$ cat config.mk
export PLATFORM = sky130hd
export DESIGN_NAME = mmul_top
export DESIGN_NICKNAME = d
export VERILOG_FILES = /design/src/rtl/mmul_pkg.sv /design/src/rtl/mmul_in_reg.sv /design/src/rtl/mmul_mult.sv /design/src/rtl/mmul_fmt.sv /design/src/rtl/mmul_out_reg.sv /design/src/rtl/mmul_top.sv
export SDC_FILE = /design/constraint.sdc
export NUM_CORES = 1
export LEC_CHECK = 0
export BUFFER_PORTS_ARGS = -buffer_cell sky130_fd_sc_hd__buf_2
export CAP_MARGIN = 30
export CORE_MARGIN = 2
export CORE_UTILIZATION = 25
export DETAILED_ROUTE_END_ITERATION = 12
export PLACE_DENSITY = 0.42
export SYNTH_ARGS = -nofsm -noshare
export SYNTH_HDL_FRONTEND = slang
export SYNTH_SLANG_ARGS = --single-unit
$ cat constraint.sdc
create_clock -name clk -period 11.8 [get_ports clk]
set_input_delay 0.59 -clock clk [delete_from_list [all_inputs] [get_ports clk]]
set_output_delay 0.59 -clock clk [all_outputs]
set_load 0.02 [all_outputs]
$ cat src/rtl/mmul_pkg.sv
package mmul_pkg;
  localparam int unsigned MMUL_OPW = 16;

  // Layout selector handed from the control logic to the formatter.
  typedef enum logic {
    FMT_FULL  = 1'b0,
    FMT_SHIFT = 1'b1
  } fmt_e;

  // Effective layout: shifting is only honoured for signed x signed.
  function automatic fmt_e pick_fmt(input logic full_req, input logic sa, input logic sb);
    return (!full_req && sa && sb) ? FMT_SHIFT : FMT_FULL;
  endfunction
endpackage

$ cat src/rtl/mmul_in_reg.sv
module mmul_in_reg #(
  parameter int unsigned W = 16
) (
  input  logic         clk,
  input  logic         rst,
  input  logic         ld_n,
  input  logic [W-1:0] d,
  input  logic         sgn,
  output logic [W-1:0] q,
  output logic         sgn_q
);
  always_ff @(posedge clk) begin
    if (rst) begin
      q     <= '0;
      sgn_q <= 1'b0;
    end else if (!ld_n) begin
      q     <= d;
      sgn_q <= sgn;
    end
  end
endmodule

$ cat src/rtl/mmul_mult.sv
module mmul_mult #(
  parameter int unsigned OPW = 16
) (
  input  logic [OPW-1:0]   a,
  input  logic [OPW-1:0]   b,
  input  logic             sa,
  input  logic             sb,
  input  logic             rnd,
  input  mmul_pkg::fmt_e   mode,
  output logic [2*OPW-1:0] prod
);
  localparam int unsigned PW = 2 * OPW;
  localparam logic [PW-1:0] ONE      = {{(PW-1){1'b0}}, 1'b1};
  localparam logic [PW-1:0] RW_FULL  = ONE << (OPW - 1);
  localparam logic [PW-1:0] RW_SHIFT = ONE << (OPW - 2);

  logic [PW-1:0] a_x, b_x, rnd_add;

  // Extend each operand to product width by its own signedness; the low
  // PW bits of the product are exact for every sign combination.
  always_comb begin
    a_x = {{OPW{sa & a[OPW-1]}}, a};
    b_x = {{OPW{sb & b[OPW-1]}}, b};
    if (!rnd)                           rnd_add = '0;
    else if (mode == mmul_pkg::FMT_SHIFT) rnd_add = RW_SHIFT;
    else                                rnd_add = RW_FULL;
    prod = a_x * b_x + rnd_add;
  end
endmodule

$ cat src/rtl/mmul_fmt.sv
module mmul_fmt #(
  parameter int unsigned OPW = 16
) (
  input  logic [2*OPW-1:0] prod,
  input  mmul_pkg::fmt_e   mode,
  output logic [OPW-1:0]   hi,
  output logic [OPW-1:0]   lo
);
  localparam int unsigned PW = 2 * OPW;

  always_comb begin
    if (mode == mmul_pkg::FMT_SHIFT) begin
      hi = prod[PW-2:OPW-1];
      lo = {prod[PW-1], prod[OPW-2:0]};
    end else begin
      hi = prod[PW-1:OPW];
      lo = prod[OPW-1:0];
    end
  end
endmodule

$ cat src/rtl/mmul_out_reg.sv
module mmul_out_reg #(
  parameter int unsigned W = 16
) (
  input  logic         clk,
  input  logic         rst,
  input  logic         ld_n,
  input  logic [W-1:0] d_hi,
  input  logic [W-1:0] d_lo,
  output logic [W-1:0] q_hi,
  output logic [W-1:0] q_lo
);
  always_ff @(posedge clk) begin
    if (rst) begin
      q_hi <= '0;
      q_lo <= '0;
    end else if (!ld_n) begin
      q_hi <= d_hi;
      q_lo <= d_lo;
    end
  end
endmodule

$ cat src/rtl/mmul_top.sv
module mmul_top #(
  parameter int unsigned OPW = mmul_pkg::MMUL_OPW
) (
  input  logic           clk,
  input  logic           rst,
  input  logic [OPW-1:0] x_in,
  input  logic           x_sgn,
  input  logic           x_ld_n,
  input  logic [OPW-1:0] y_in,
  input  logic           y_sgn,
  input  logic           y_ld_n,
  input  logic           rnd,
  input  logic           fmt_full,
  input  logic           prod_ld_n,
  output logic [OPW-1:0] prod_hi,
  output logic [OPW-1:0] prod_lo
);
  localparam int unsigned PW   = 2 * OPW;
  localparam int unsigned NOPD = 2;

  logic [NOPD-1:0][OPW-1:0] opd_d, opd_q;
  logic [NOPD-1:0]          sgn_d, sgn_q, ld_n_v;
  logic [OPW-1:0]           x_q, y_q, f_hi, f_lo;
  logic                     x_sgn_q, y_sgn_q, rnd_q;
  logic [PW-1:0]            prod_rnd;
  mmul_pkg::fmt_e           mode;

  assign opd_d  = {y_in, x_in};
  assign sgn_d  = {y_sgn, x_sgn};
  assign ld_n_v = {y_ld_n, x_ld_n};

  for (genvar i = 0; i < NOPD; i++) begin : g_opd
    mmul_in_reg #(.W(OPW)) u_reg (
      .clk   (clk),
      .rst   (rst),
      .ld_n  (ld_n_v[i]),
      .d     (opd_d[i]),
      .sgn   (sgn_d[i]),
      .q     (opd_q[i]),
      .sgn_q (sgn_q[i])
    );
  end

  assign x_q     = opd_q[0];
  assign y_q     = opd_q[1];
  assign x_sgn_q = sgn_q[0];
  assign y_sgn_q = sgn_q[1];

  // Round request follows any operand load.
  always_ff @(posedge clk) begin
    if (rst)                   rnd_q <= 1'b0;
    else if (!x_ld_n || !y_ld_n) rnd_q <= rnd;
  end

  assign mode = mmul_pkg::pick_fmt(fmt_full, x_sgn_q, y_sgn_q);

  mmul_mult #(.OPW(OPW)) u_mult (
    .a    (x_q),
    .b    (y_q),
    .sa   (x_sgn_q),
    .sb   (y_sgn_q),
    .rnd  (rnd_q),
    .mode (mode),
    .prod (prod_rnd)
  );

  mmul_fmt #(.OPW(OPW)) u_fmt (
    .prod (prod_rnd),
    .mode (mode),
    .hi   (f_hi),
    .lo   (f_lo)
  );

  mmul_out_reg #(.W(OPW)) u_out (
    .clk  (clk),
    .rst  (rst),
    .ld_n (prod_ld_n),
    .d_hi (f_hi),
    .d_lo (f_lo),
    .q_hi (prod_hi),
    .q_lo (prod_lo)
  );
endmodule

==> run_results.csv <==
group,metric,value,unit
global_routing,antenna_found_initial,1,
finish,n_antenna_cell,0,
synthesis,synth.net_count,1859,
finish,fillers,5550,
drt,antenna_left,0,
finish,final_util,28.02,%
sta,clock_skew,12.75,ps
clock_network,cts_tree,"built",
synthesis,synth-adder-area-share,51.34,%
clock_network,cts_buffer_depth,2,
synthesis,synth_top_family_by_area,"adder cells",
synthesis,seq_area_frac_synth,10.30,%
die,start_util,25.34,%
drt,firstDrtPassIters,6,
sta,fin_crit,7240,ps
finish,drive_gt1_share,8.008,%
clock_network,cts_made_buffers,9,
critical_path,path_class,"register to register",
critical_path,cp-start-kind,"register",
place,dp_hpwl,28.57,mm
global_routing,use_met1,18.48,%
global_routing,grt-ovfl-total,0,
clock_network,path_clk_slew,70,ps
clock_network,insertion_delay,370,ps
drt,wire_per_inst,16.16,um
synthesis,synth_ff_type,"dfxtp_1",
synthesis,synth-seq-cells,67,
clock_network,cts_sinks,67,
synthesis,syn_inst,1454,
sta,setup_viol,0,
die,die_h,232.2,um
pwr,ir_worst_vdd,0.00005653,V
pwr,leakage,7.270,nW
global_routing,grt_usage,14.00,%
sta,fmax,0.1381,GHz
die,io_pins,73,
finish,final_cells,2166,
run_status,outcome,"finished clean",
synthesis,yosysWarnings,0,
critical_path,cp.required,12010,ps
drt,drc_errors,0,
die,die_area,53940,um^2
place,port_buffers,72,
sta,finalSetupTns,0,ps
synthesis,synth_compound_area_share,5.197,%
global_routing,grt_max_degree,68,
synthesis,yosysUniqueCellTypes,47,
synthesis,syn_area_per_cell,8.957,um^2
pwr,cellPowerDensity,67.35,nW/um^2
drt,viasPerCell,4.355,
sta,worstMarginPinSlew,996.6,ps
die,core_area,51410,um^2
drt,drt_iter0_markers,349,
critical_path,crit_path_max_fanout,27,
clock_network,cts_root_buffer,"clkbuf_16",
synthesis,synthXorXnorAreaFrac,2.479,%
sta,drv_slew,0,
worst_hold_path,min_path_type,"primary input to register",
critical_path,cp-end-kind,"register",
critical_path,arrival,7450,ps
synthesis,synthSimpleGateAreaFrac,16.39,%
place,place_inst,2150,
sta,final.setup.worst_slack,4560,ps
run,cap_violations,0,
clock_network,cts-hold-fix-buffers,0,
place,gp_congestion,0.8459,
drt,vias,9433,
clock_network,h-tree-depth,3,
sta,slew_headroom,33.47,%
synthesis,syn-cell-area,13020,um^2
global_routing,use_met3,1.154,%
finish,synthToLayoutAreaGrowth,10.58,%
global_routing,top_usage_layer,"met2",
drt,wl,35.00,mm
sta,grt_setup_unrepaired,"no",
sta,finalHoldViolCount,0,
synthesis,synth-async-reset-ratio,0,%
die,rows,83,
die,die_w,232.2,um
synthesis,synth_enable_flop_cells,0,
global_routing,grt_pass1_vias,10388,
global_routing,grt_util_met2,24.31,%
synthesis,synthMuxAreaShare,2.997,%
place,dpl_worst_slack,4591,ps
finish,finalNetCount,1886,
global_routing,grt_pass1_wl,58.07,mm
clock_network,post_cts_buffers,0,
sta,period_share,61.36,%
clock_network,cts_resized,0,
Yosys cell counts, drive strengths merged (14+ instances only):
cell / n / share of area [%]
clkbuf: 65 / 1.9
dfxtp: 67 / 10
a21oi: 41 / 1.6
nor3: 14 / 0.54
nand2: 177 / 5.1
xnor2: 25 / 1.7
nor2: 100 / 2.9
inv: 322 / 9.3
mux2i: 39 / 3.0
fa: 284 / 44
ha: 80 / 7.7
and2: 120 / 5.8
metrics by stage:
| stage | power, W | hold slack, ps | cell area, um^2 |
|---|---|---|---|
| 2_1_floorplan | 0.0005420 | 473.7 | 13020 |
| 3_3_place_gp | 0.0006652 | 447.4 | 14080 |
| 6_report | 0.0009699 | 450.0 | 14400 |
| 5_1_grt | 0.001047 | 453.6 | 14400 |
| 4_1_cts | 0.0009959 | 424.8 | 14400 |
| 3_5_place_dp | 0.0006656 | 453.0 | 14080 |
state kept, by name, summed over array words and instances (netlist names):
name and count:
g_opd.u_reg.q 32, u_out.q_hi 16, u_out.q_lo 16, g_opd.u_reg.sgn_q 2, rnd_q 1
power by group:
| group | switching (W) | leakage [nW] | total, W | internal [W] |
|---|---|---|---|---|
| logic | 0.000226 | 6.56 | 0.000372 | 0.000147 |
| clock network | 0.000129 | 0.156 | 0.000316 | 0.000187 |
| registers | 0.0000371 | 0.551 | 0.000281 | 0.000244 |
layer usage:
metal  wire, um  vias to the layer above
li1           -                     4365
met1      15470                     4911
met2      17940                      121
met3        787                       36
met4        811                        0
met5          0                        -
final timing paths:
check,startpoint,endpoint,slack [ps],cells after the start
hold / removal,x_in[1],g_opd[0].u_reg.q[1]$_SDFFE_PP0N_,450,3
setup / recovery,g_opd[0].u_reg.q[15]$_SDFFE_PP0N_,u_out.q_hi[12]$_SDFFE_PP0N_,4560,21
hold reg to reg,u_out.q_lo[15]$_SDFFE_PP0N_,u_out.q_lo[15]$_SDFFE_PP0N_,460,2
setup reg to reg,g_opd[0].u_reg.q[15]$_SDFFE_PP0N_,u_out.q_hi[12]$_SDFFE_PP0N_,4560,21
critical path, stage by stage, from the launching register on:
cell,delay [ps]
dfxtp_1,880
and2_1,400
nand2_1,150
inv_1,140
fa_1,470
inv_1,210
fa_1,620
inv_1,190
fa_1,460
fa_1,570
fa_1,420
fa_1,450
ha_1,430
nand3_1,160
nor4b_1,390
o211a_1,210
a21oi_1,70
nand3b_1,140
nand2_1,80
xnor2_1,160
a211oi_1,390
nor3_1,100
cell families after synthesis:
logic type / after synthesis
flops: 67
compound gates: 103
mux: 39
buf+inv: 392
simple gates: 453
xor+xnor: 36
fa+ha+maj: 364
cell type report:
type / instances / area (um^2) / area share [%]
multi-input combinational: 995 / 10210 / 70.90
clock inverter: 7 / 98.84 / 0.6864
sequential: 67 / 1341 / 9.314
clock buffer: 9 / 225.2 / 1.564
inverter: 322 / 1209 / 8.393
timing repair buffer: 86 / 465.4 / 3.232
tap: 680 / 850.8 / 5.908
layout by cell type, fill, tap and decap left out, drive strengths merged, types with 2 or more instances in the layout:
cell	netlist	routed
a211oi	10	10
a21o	7	7
a21oi	41	41
a311oi	2	2
a31o	2	2
a31oi	6	6
and2	120	120
and3	8	8
buf	5	86
bufinv	0	2
clkbuf	65	9
clkinv	0	2
dfxtp	67	67
fa	284	284
ha	80	80
inv	322	324
mux2i	39	39
nand2	177	177
nand2b	5	5
nand3	7	7
nand3b	5	5
nand4	3	3
nor2	100	100
nor3	14	14
o211ai	7	7
o21a	6	6
o21ai	10	10
o21bai	2	2
o22ai	2	2
o311ai	2	2
or2	9	9
xnor2	25	25
xor2	11	11
Note: power is estimated with default switching activity, not from simulation.
